**src/rtl/sdram_pc_pkg.sv**
```systemverilog
package sdram_pc_pkg;

  typedef enum logic [2:0] {
    CMD_DESEL,
    CMD_NOP,
    CMD_ACT,
    CMD_RD,
    CMD_WR,
    CMD_PRE,
    CMD_OTHER
  } cmd_e;

  typedef enum logic [2:0] {
    CAUSE_NONE      = 3'd0,
    CAUSE_PRE_WR    = 3'd1,
    CAUSE_PRE_RD    = 3'd2,
    CAUSE_ACT_EARLY = 3'd3,
    CAUSE_CLOSED    = 3'd4,
    CAUSE_ACT_OPEN  = 3'd5
  } cause_e;

  typedef struct packed {
    logic pre_wr;
    logic pre_rd;
    logic act_early;
    logic closed;
    logic act_open;
  } err_t;

endpackage

```
**src/rtl/sdram_pc_decode.sv**
```systemverilog
module sdram_pc_decode
  import sdram_pc_pkg::*;
(
  input  logic cs_ni,
  input  logic ras_ni,
  input  logic cas_ni,
  input  logic we_ni,
  output cmd_e cmd_o
);

  always_comb begin
    if (cs_ni) begin
      cmd_o = CMD_DESEL;
    end else begin
      unique case ({ras_ni, cas_ni, we_ni})
        3'b011:  cmd_o = CMD_ACT;
        3'b101:  cmd_o = CMD_RD;
        3'b100:  cmd_o = CMD_WR;
        3'b010:  cmd_o = CMD_PRE;
        3'b111:  cmd_o = CMD_NOP;
        default: cmd_o = CMD_OTHER;  // refresh, mode set, burst stop
      endcase
    end
  end

endmodule

```
**src/rtl/sdram_pc_bank.sv**
```systemverilog
module sdram_pc_bank
  import sdram_pc_pkg::*;
#(
  parameter int BL    = 4,
  parameter int CL    = 3,
  parameter int T_DPL = 2,
  parameter int T_RP  = 3,
  parameter int T_DAL = 5
) (
  input  logic clk_i,
  input  logic rst_ni,
  input  cmd_e cmd_i,
  input  logic sel_i,
  input  logic a10_i,
  output logic open_o,
  output err_t err_o
);

  // loads are (window length - 1): a counter at zero means the window is over
  localparam int WR_LD  = BL + T_DPL - 2;
  localparam int RD_LD  = (CL + BL - 1) - (CL - 1) - 1;
  localparam int PRE_LD = T_RP - 1;
  localparam int WAP_LD = BL + T_DAL - 2;
  localparam int RAP_LD = BL + T_RP - 1;
  localparam int G_MAX  = (WR_LD > RD_LD) ? WR_LD : RD_LD;
  localparam int R_MAX0 = (WAP_LD > RAP_LD) ? WAP_LD : RAP_LD;
  localparam int R_MAX  = (R_MAX0 > PRE_LD) ? R_MAX0 : PRE_LD;
  localparam int GW     = $clog2(G_MAX + 2);
  localparam int RW     = $clog2(R_MAX + 2);

  logic          open_q;
  logic [GW-1:0] guard_q;
  logic          guard_wr_q;
  logic [RW-1:0] rp_q;

  logic hit_pre, hit_act, hit_acc, is_wr;

  assign hit_pre = (cmd_i == CMD_PRE) && (a10_i || sel_i);
  assign hit_act = (cmd_i == CMD_ACT) && sel_i;
  assign is_wr   = (cmd_i == CMD_WR);
  assign hit_acc = ((cmd_i == CMD_RD) || is_wr) && sel_i;

  always_comb begin
    err_o           = '0;
    err_o.pre_wr    = hit_pre && open_q && (guard_q != '0) && guard_wr_q;
    err_o.pre_rd    = hit_pre && open_q && (guard_q != '0) && !guard_wr_q;
    err_o.act_early = hit_act && !open_q && (rp_q != '0);
    err_o.act_open  = hit_act && open_q;
    err_o.closed    = hit_acc && !open_q;
  end

  always_ff @(posedge clk_i or negedge rst_ni) begin
    if (!rst_ni) begin
      open_q     <= 1'b0;
      guard_q    <= '0;
      guard_wr_q <= 1'b0;
      rp_q       <= '0;
    end else begin
      if (guard_q != '0) guard_q <= guard_q - 1'b1;
      if (rp_q != '0)    rp_q    <= rp_q - 1'b1;
      if (hit_pre && open_q) begin
        open_q  <= 1'b0;
        guard_q <= '0;
        rp_q    <= RW'(PRE_LD);
      end else if (hit_act && !open_q) begin
        open_q <= 1'b1;
      end else if (hit_acc && open_q) begin
        if (a10_i) begin
          open_q  <= 1'b0;
          guard_q <= '0;
          rp_q    <= is_wr ? RW'(WAP_LD) : RW'(RAP_LD);
        end else begin
          guard_q    <= is_wr ? GW'(WR_LD) : GW'(RD_LD);
          guard_wr_q <= is_wr;
        end
      end
    end
  end

  assign open_o = open_q;

  // a closed bank carries no running close window
  p_closed_no_guard_r4: assert property (@(posedge clk_i) disable iff (!rst_ni)
    !open_q |-> (guard_q == '0));

  p_pre_closes_r3: assert property (@(posedge clk_i) disable iff (!rst_ni)
    hit_pre |=> !open_q);

  p_act_opens_r2: assert property (@(posedge clk_i) disable iff (!rst_ni)
    hit_act |=> open_q);

  p_auto_close_r9: assert property (@(posedge clk_i) disable iff (!rst_ni)
    (hit_acc && open_q && a10_i) |=> (!open_q && (rp_q != '0)));

  p_closed_access_keeps_r7: assert property (@(posedge clk_i) disable iff (!rst_ni)
    (hit_acc && !open_q) |=> !open_q);

endmodule

```
**src/rtl/sdram_pc_viol.sv**
```systemverilog
module sdram_pc_viol
  import sdram_pc_pkg::*;
#(
  parameter int NUM_BANKS = 4
) (
  input  logic   clk_i,
  input  logic   rst_ni,
  input  err_t   err_i [NUM_BANKS],
  output logic   viol_o,
  output cause_e cause_o
);

  err_t   any_err;
  cause_e cause_d;
  logic   viol_q;
  cause_e cause_q;

  always_comb begin
    any_err = '0;
    for (int b = 0; b < NUM_BANKS; b++) any_err = any_err | err_i[b];
  end

  // lowest code wins
  always_comb begin
    if      (any_err.pre_wr)    cause_d = CAUSE_PRE_WR;
    else if (any_err.pre_rd)    cause_d = CAUSE_PRE_RD;
    else if (any_err.act_early) cause_d = CAUSE_ACT_EARLY;
    else if (any_err.closed)    cause_d = CAUSE_CLOSED;
    else if (any_err.act_open)  cause_d = CAUSE_ACT_OPEN;
    else                        cause_d = CAUSE_NONE;
  end

  always_ff @(posedge clk_i or negedge rst_ni) begin
    if (!rst_ni) begin
      viol_q  <= 1'b0;
      cause_q <= CAUSE_NONE;
    end else if (!viol_q && (cause_d != CAUSE_NONE)) begin
      viol_q  <= 1'b1;
      cause_q <= cause_d;
    end
  end

  assign viol_o  = viol_q;
  assign cause_o = cause_q;

  p_sticky_r10: assert property (@(posedge clk_i) disable iff (!rst_ni)
    viol_q |=> (viol_q && $stable(cause_q)));

  p_flag_matches_code_r10: assert property (@(posedge clk_i) disable iff (!rst_ni)
    viol_q == (cause_q != CAUSE_NONE));

  p_first_latch_r10: assert property (@(posedge clk_i) disable iff (!rst_ni)
    (!viol_q && (any_err != '0)) |=> viol_q);

endmodule

```
**src/rtl/sdram_pc_monitor.sv**
```systemverilog
module sdram_pc_monitor
  import sdram_pc_pkg::*;
#(
  parameter  int NUM_BANKS = 4,
  parameter  int BL        = 4,
  parameter  int CL        = 3,
  parameter  int T_DPL     = 2,
  parameter  int T_RP      = 3,
  parameter  int T_DAL     = 5,
  localparam int BA_W      = $clog2(NUM_BANKS)
) (
  input  logic                 clk_i,
  input  logic                 rst_ni,
  input  logic                 cs_ni,
  input  logic                 ras_ni,
  input  logic                 cas_ni,
  input  logic                 we_ni,
  input  logic                 a10_i,
  input  logic [BA_W-1:0]      ba_i,
  output logic [NUM_BANKS-1:0] bank_open_o,
  output logic                 viol_o,
  output logic [2:0]           viol_cause_o
);

  cmd_e   cmd;
  err_t   bank_err [NUM_BANKS];
  cause_e cause;

  sdram_pc_decode u_decode (
    .cs_ni  (cs_ni),
    .ras_ni (ras_ni),
    .cas_ni (cas_ni),
    .we_ni  (we_ni),
    .cmd_o  (cmd)
  );

  for (genvar g = 0; g < NUM_BANKS; g++) begin : g_bank
    sdram_pc_bank #(
      .BL    (BL),
      .CL    (CL),
      .T_DPL (T_DPL),
      .T_RP  (T_RP),
      .T_DAL (T_DAL)
    ) u_bank (
      .clk_i  (clk_i),
      .rst_ni (rst_ni),
      .cmd_i  (cmd),
      .sel_i  (ba_i == BA_W'(g)),
      .a10_i  (a10_i),
      .open_o (bank_open_o[g]),
      .err_o  (bank_err[g])
    );
  end

  sdram_pc_viol #(
    .NUM_BANKS (NUM_BANKS)
  ) u_viol (
    .clk_i   (clk_i),
    .rst_ni  (rst_ni),
    .err_i   (bank_err),
    .viol_o  (viol_o),
    .cause_o (cause)
  );

  assign viol_cause_o = cause;

  p_all_close_r3: assert property (@(posedge clk_i) disable iff (!rst_ni)
    (!cs_ni && !ras_ni && cas_ni && !we_ni && a10_i) |=> (bank_open_o == '0));

  p_ignored_cmd_r1: assert property (@(posedge clk_i) disable iff (!rst_ni)
    (cs_ni || (ras_ni && cas_ni && we_ni)) |=> $stable(bank_open_o));

endmodule

```
**config.mk**
```make
export PLATFORM = sky130hd
export DESIGN_NAME = sdram_pc_monitor
export DESIGN_NICKNAME = d
export VERILOG_FILES = /design/src/rtl/sdram_pc_pkg.sv /design/src/rtl/sdram_pc_decode.sv /design/src/rtl/sdram_pc_bank.sv /design/src/rtl/sdram_pc_viol.sv /design/src/rtl/sdram_pc_monitor.sv
export SDC_FILE = /design/constraint.sdc
export NUM_CORES = 1
export LEC_CHECK = 0
export BUFFER_PORTS_ARGS = -buffer_cell sky130_fd_sc_hd__buf_4
export CORE_MARGIN = 4
export CORE_UTILIZATION = 55
export DETAILED_ROUTE_END_ITERATION = 10
export GPL_ROUTABILITY_DRIVEN = 0
export PLACE_DENSITY = 0.74
export SLEW_MARGIN = 20
export SYNTH_ARGS = -nofsm -noshare
export SYNTH_HDL_FRONTEND = slang
export SYNTH_SLANG_ARGS = --single-unit
```
**constraint.sdc**
```tcl
create_clock -name clk_i -period 2.8 [get_ports clk_i]
set_input_delay 0.14 -clock clk_i [delete_from_list [all_inputs] [get_ports clk_i]]
set_output_delay 0.14 -clock clk_i [all_outputs]
set_load 0.02 [all_outputs]
```
Yosys cells after proc, flatten, opt, wreduce, memory -nomap -nowiden --
Index checks and enable logic that the tools add are counted.
Operators by class: shift-type cells 0, add/subtract/negate cells 8, reductions and logical operators 89, order comparisons 0, bitwise logic cells 12, $mul 0, muxes and demuxes 59, eq/ne operators 12, divide/modulo/power cells 0
Operators with widths (count):
- 4-bit 2-to-1 mux | 20
- 3-bit 2-to-1 mux | 24
- 1-bit logical AND | 49
- 3-bit nonzero test | 13
- 4-bit AND reduction | 4
- 4-bit nonzero test | 4
- 4-bit by 1-bit subtractor with 4-bit output, second input constant | 4
- 3-bit equality test, second input constant | 5
- 5-bit bitwise OR | 3
- 3-bit case mux with 5 select lines | 1
- 1-bit 2-to-1 mux | 14
- 3-bit by 2-bit equality test with 1-bit output, second input constant | 4
- 3-bit by 1-bit subtractor with 3-bit output, second input constant | 4
- 1-bit logical NOT | 9
- 1-bit NOT | 9
- 2-bit AND reduction | 4
- 1-bit logical OR | 5
- 2-bit equality test, second input constant | 2
- 2-bit by 1-bit equality test with 1-bit output, second input constant | 1
- 2-bit logical NOT | 1
Word-level totals: memories 0, word-level logic and storage cells 198, ROM bits 0, output and inout bits 8, input port bits 9, bits in registers 40, bits in latches 0, RAM bits 0

Logic depth before layout (Yosys ltp) --
word-level depth 18, gate-level depth with buffers 8, gate-level depth less buffers 8

Cells and area by module --
Synthesis repeated with hierarchy kept, for this count alone.
Unflattened totals: cells, all modules 360, area, all modules 3014.1 sq um
By module, submodules not included:
- sdram_pc_bank | times used 4, cells each 81, area an instance 670.6 sq um
- sdram_pc_viol | times used 1, cells each 24, area an instance 249.0 sq um
- sdram_pc_decode | times used 1, cells each 8, area an instance 56.3 sq um
- sdram_pc_monitor | times used 1, cells each 4, area an instance 26.3 sq um

Worst setup path before layout --
OpenSTA, ideal clock, no wires.
path type reg-to-reg, from register g_bank[2].u_bank.rp_q[0], to register u_viol.viol_q, in the netlist u_viol.viol_o, setup time 0.131 ns, arrival time 2.108 ns, stages on the path, launching flop included 9, data required time 2.669 ns, period minus slack after synthesis 2.240 ns, slack 0.560 ns, path through dfrtp_1 inv_1 ha_1 or3b_1 and2_2 o31a_1 a211oi_2 nand2_1 or3_1
Between the ends: word-level cells in the longest chain between the ends 9
RTL lines:
- start: declaration | RTL line sdram_pc_bank.sv:34 | logic [RW-1:0] rp_q;
- start signal: assignment | RTL line sdram_pc_bank.sv:60 | if (rp_q != '0) rp_q <= rp_q - 1'b1;
- start signal: assignment | RTL line sdram_pc_bank.sv:64 | rp_q <= RW'(PRE_LD);
- start signal: assignment | RTL line sdram_pc_bank.sv:71 | rp_q <= is_wr ? RW'(WAP_LD) : RW'(RAP_LD);
- 4-bit nonzero test | RTL line sdram_pc_bank.sv:47 | err_o.act_early = hit_act && !open_q && (rp_q != '0);
- 1-bit logical AND | RTL line sdram_pc_bank.sv:47
- 5-bit bitwise OR (2 in series) | RTL line sdram_pc_viol.sv:20 | for (int b = 0; b < NUM_BANKS; b++) any_err = any_err | err_i[b];
- 3-bit 2-to-1 mux | RTL line sdram_pc_viol.sv:27 | else if (any_err.act_early) cause_d = CAUSE_ACT_EARLY;
- 3-bit 2-to-1 mux | RTL line sdram_pc_viol.sv:26 | else if (any_err.pre_rd) cause_d = CAUSE_PRE_RD;
- 3-bit 2-to-1 mux | RTL line sdram_pc_viol.sv:25 | if (any_err.pre_wr) cause_d = CAUSE_PRE_WR;
- 3-bit nonzero test | RTL line sdram_pc_viol.sv:37 | end else if (!viol_q && (cause_d != CAUSE_NONE)) begin
- 1-bit logical AND | RTL line sdram_pc_viol.sv:37
- end signal: assignment | RTL line sdram_pc_viol.sv:35 | viol_q <= 1'b0;
- end signal: assignment | RTL line sdram_pc_viol.sv:38 | viol_q <= 1'b1;
- end: declaration | RTL line sdram_pc_viol.sv:15 | logic viol_q;
Every way passes these cells. A chain may end at the register's enable or synchronous reset.

Worst setup path after layout --
Same ends and word-level chain as after synthesis.

==> flow_summary.yaml <==
worst_setup_path:
  cp-start-kind: "flip-flop"
  cp-end-kind: "flip-flop"
  rrSetupSlack_ns: 0.41
  cp_max_fo: 5
  worstPathArrival_ns: 2.56
  required_ns: 2.97
  r2r_start: "g_bank[2].u_bank.rp_q[0]$_DFF_PN0_"
  rr_worst_depth: 8
  path_class: "reg -> reg"
  r2r-end: "u_viol.viol_o$_DFFE_PN0P_"
  startpoint: "g_bank[2].u_bank.rp_q[0]$_DFF_PN0_"
  crit_end: "u_viol.viol_o$_DFFE_PN0P_"
floorplan:
  die-area_um2: 5770
  rows: 24
  die-width_um: 75.9
  initial_core_util: 0.575
  core-area_um2: 4410
  ios: 17
  die_y_um: 75.9
timing:
  maxSlewViolCount: 0
  tightest_slew_ns: 0.522
  final.min_clock_period_ns: 2.39
  max_slew_margin: 0.652
  period_share: 0.855
  hold_viol_final: 0
  setup_slack_ns: 0.407
  finalSetupViolCount: 0
  fmax_ghz: 0.418
  clock_skew_ns: 0.00380
  setup-tns-final_ns: 0
  rsz0062_at_grt: "no"
drt:
  dr_total_vias: 2029
  firstDrtPassIters: 4
  drc: 0
  viasPerCell: 5.72
  avgRoutedWirePerCell_um: 14.4
  drt_first_iter_violations: 128
  drt.antenna.violating_nets: 0
  wirelength_um: 5110
finish:
  instances_no_fill: 355
  fillCellCount: 390
  final_common_cell: "dfrtp_1"
  diodes: 0
  final_cell_mix: "40 x dfrtp_1, 31 x nor2_1, 25 x nand2_1, 24 x buf_4, 23 x a21oi_1"
  area_growth_pct: 10.5
  drive_above_1_share: 0.142
  fin_nets: 323
clocking:
  cts_num_sinks: 40
  htreeDepth: 2
  cts_tree: "built"
  cts_resized: 0
  cts_root_buf: "clkbuf_8"
  clk_pin_slew_worst_paths_ns: 0.08
  cts_buffers: 5
  clk_path_buf_depth: 2
  clock_latency_ns: 0.29
grt:
  antenna_found_initial: 0
  first_global_vias: 1976
  grt-ovfl-total: 0
  grt_pass1_wl_um: 9360
  grt_usage: 0.195
  grt_max_degree: 41
pwr:
  power.density_nw_per_um2: 920
  p_int_mw: 1.61
  leakage_nw: 1.33
  vdd_drop_max_mv: 0.538
  p_switching_mw: 0.968
  pwr-share-clk: 0.154
  comb_power_share: 0.468
  power.switching_fraction: 0.375
  p_seq_frac: 0.378
run:
  maxCapViolCount: 0
placement:
  dp.cells: 346
  dp_hpwl_um: 3750
  dp_worst_setup_slack_ns: 0.400
  port_buffers: 16
yosys:
  yosys.area_share.simple: 0.238
  yosys.area_share.xor_xnor: 0.0310
  synth.distinct_cells: 54
  muxShareOfSynthArea: 0.0414
  synth_edf_count: 0
  synth_compound_area_frac: 0.174
  yosysWarnings: 0
  synth_fa_ha_area_frac: 0.0591
  ys_ff_latch: 40
  seq_area_frac_synth: 0.394
  ys_async_sr_fraction: 1.00
  avgSynthCellArea_um2: 8.97
  syn_area_um2: 2540
  synth_top_family_by_area: "simple AND/OR/NAND/NOR gates"
  yosys_most_used_dff: "dfrtp_1"
  synth_nets: 304
  syn_inst: 283
outcome:
  outcome: "complete, no violations"
min_path:
  hp-class: "in -> reg"
## cell type report
| type | count | area [um^2] | area share |
|---|---|---|---|
| Multi-Input combinational cell | 209 | 1380 | 0.492 |
| Timing Repair Buffer | 25 | 190 | 0.0678 |
| Inverter | 21 | 78.8 | 0.0281 |
| Clock buffer | 8 | 90.1 | 0.0321 |
| Tap cell | 52 | 65.1 | 0.0232 |
| Sequential cell | 40 | 1000 | 0.357 |
## metrics by stage
step / power (mW) / area [um^2] / util / hold WS, ns
6_report: 2.58 / 2810 / 0.636 / 0.188
5_1_grt: 2.86 / 2810 / 0.636 / 0.211
4_1_cts: 2.61 / 2810 / 0.636 / 0.175
3_5_place_dp: 2.20 / 2710 / 0.613 / 0.155
3_3_place_gp: 2.16 / 2710 / 0.613 / 0.154
2_1_floorplan: 1.93 / 2540 / - / -0.156
## worst max-delay path, stage by stage (launching register included)
cell      delay [ns]
dfrtp_1         0.37
inv_1           0.09
ha_1            0.21
or3b_1          0.43
and2_2          0.20
o31a_1          0.29
a211oi_2        0.25
nand2_1         0.11
or3_1           0.31
## cell usage after synthesis (3+ instances only)
cell / number / area share
ha_1: 12 / 0.059
a31oi_1: 6 / 0.015
buf_4: 4 / 0.012
inv_1: 21 / 0.031
nand3b_1: 5 / 0.015
clkbuf_1: 5 / 0.0074
a21oi_1: 23 / 0.045
o211ai_1: 4 / 0.012
nor2_1: 31 / 0.046
nand2_1: 25 / 0.037
a211oi_1: 4 / 0.012
nand3_1: 6 / 0.012
dfrtp_1: 40 / 0.39
nor2b_1: 3 / 0.0074
mux2i_1: 6 / 0.024
nand4_1: 3 / 0.0074
nor3b_1: 5 / 0.015
o21ai_0: 5 / 0.0099
nand2b_1: 7 / 0.017
buf_2: 3 / 0.0059
nor3_1: 12 / 0.024
or3_1: 6 / 0.015
xnor2_1: 8 / 0.028
## worst min-delay path by stage
stage / start / slack (ns) / cells after the start / to
global placement: rst_ni / 0.15 / 1 / g_bank[3].u_bank.rp_q[2]$_DFF_PN0_
finish: a10_i / 0.19 / 2 / g_bank[1].u_bank.rp_q[3]$_DFF_PN0_
global route: a10_i / 0.21 / 2 / g_bank[1].u_bank.rp_q[3]$_DFF_PN0_
floorplan: rst_ni / -0.16 / 0 / g_bank[0].u_bank.guard_q[0]$_DFF_PN0_
CTS: a10_i / 0.18 / 2 / g_bank[1].u_bank.rp_q[3]$_DFF_PN0_
detailed placement: rst_ni / 0.16 / 1 / g_bank[3].u_bank.rp_q[3]$_DFF_PN0_
## layer usage
| metal | global-route usage | wire [um] | vias up | part of all wire |
|---|---|---|---|---|
| li1 | - | - | 1041 | - |
| met1 | 0.268 | 2500 | 941 | 0.49 |
| met2 | 0.301 | 2330 | 38 | 0.46 |
| met3 | 0.0509 | 207 | 9 | 0.040 |
| met4 | 0.0605 | 72 | 0 | 0.014 |
| met5 | 0 | 0 | - | 0 |
## power by group through the flow
stage | clock network (mW) | registers [mW] | logic, mW
after global routing | 0.435 | 1.02 | 1.41
final | 0.397 | 0.976 | 1.21
after detailed placement | 0 | 0.984 | 1.22
after floorplan | 0 | 0.951 | 0.983
after global placement | 0 | 0.980 | 1.18
after CTS | 0.410 | 0.975 | 1.22
## what timing repair did
| action | in CTS | in global routing |
|---|---|---|
| hold endpoints to repair | 40 | 0 |
| hold buffers | 1 | 0 |
| setup buffers | 0 | 0 |
| endpoints found under the setup margin | 0 | 0 |
## cells by family after synthesis
family          Yosys count
compound gates           64
flops                    40
xor+xnor                  9
buf+inv                  34
mux                       9
fa+ha+maj                12
simple gates            115
## flip-flops by register name, summed over array words and instances (netlist names)
name                      count
g_bank.u_bank.open_o          4
u_viol.viol_o                 1
g_bank.u_bank.guard_q        12
g_bank.u_bank.guard_wr_q      4
u_viol.cause_o                3
g_bank.u_bank.rp_q           16
No activity file was read; power rests on OpenSTA's default activity.
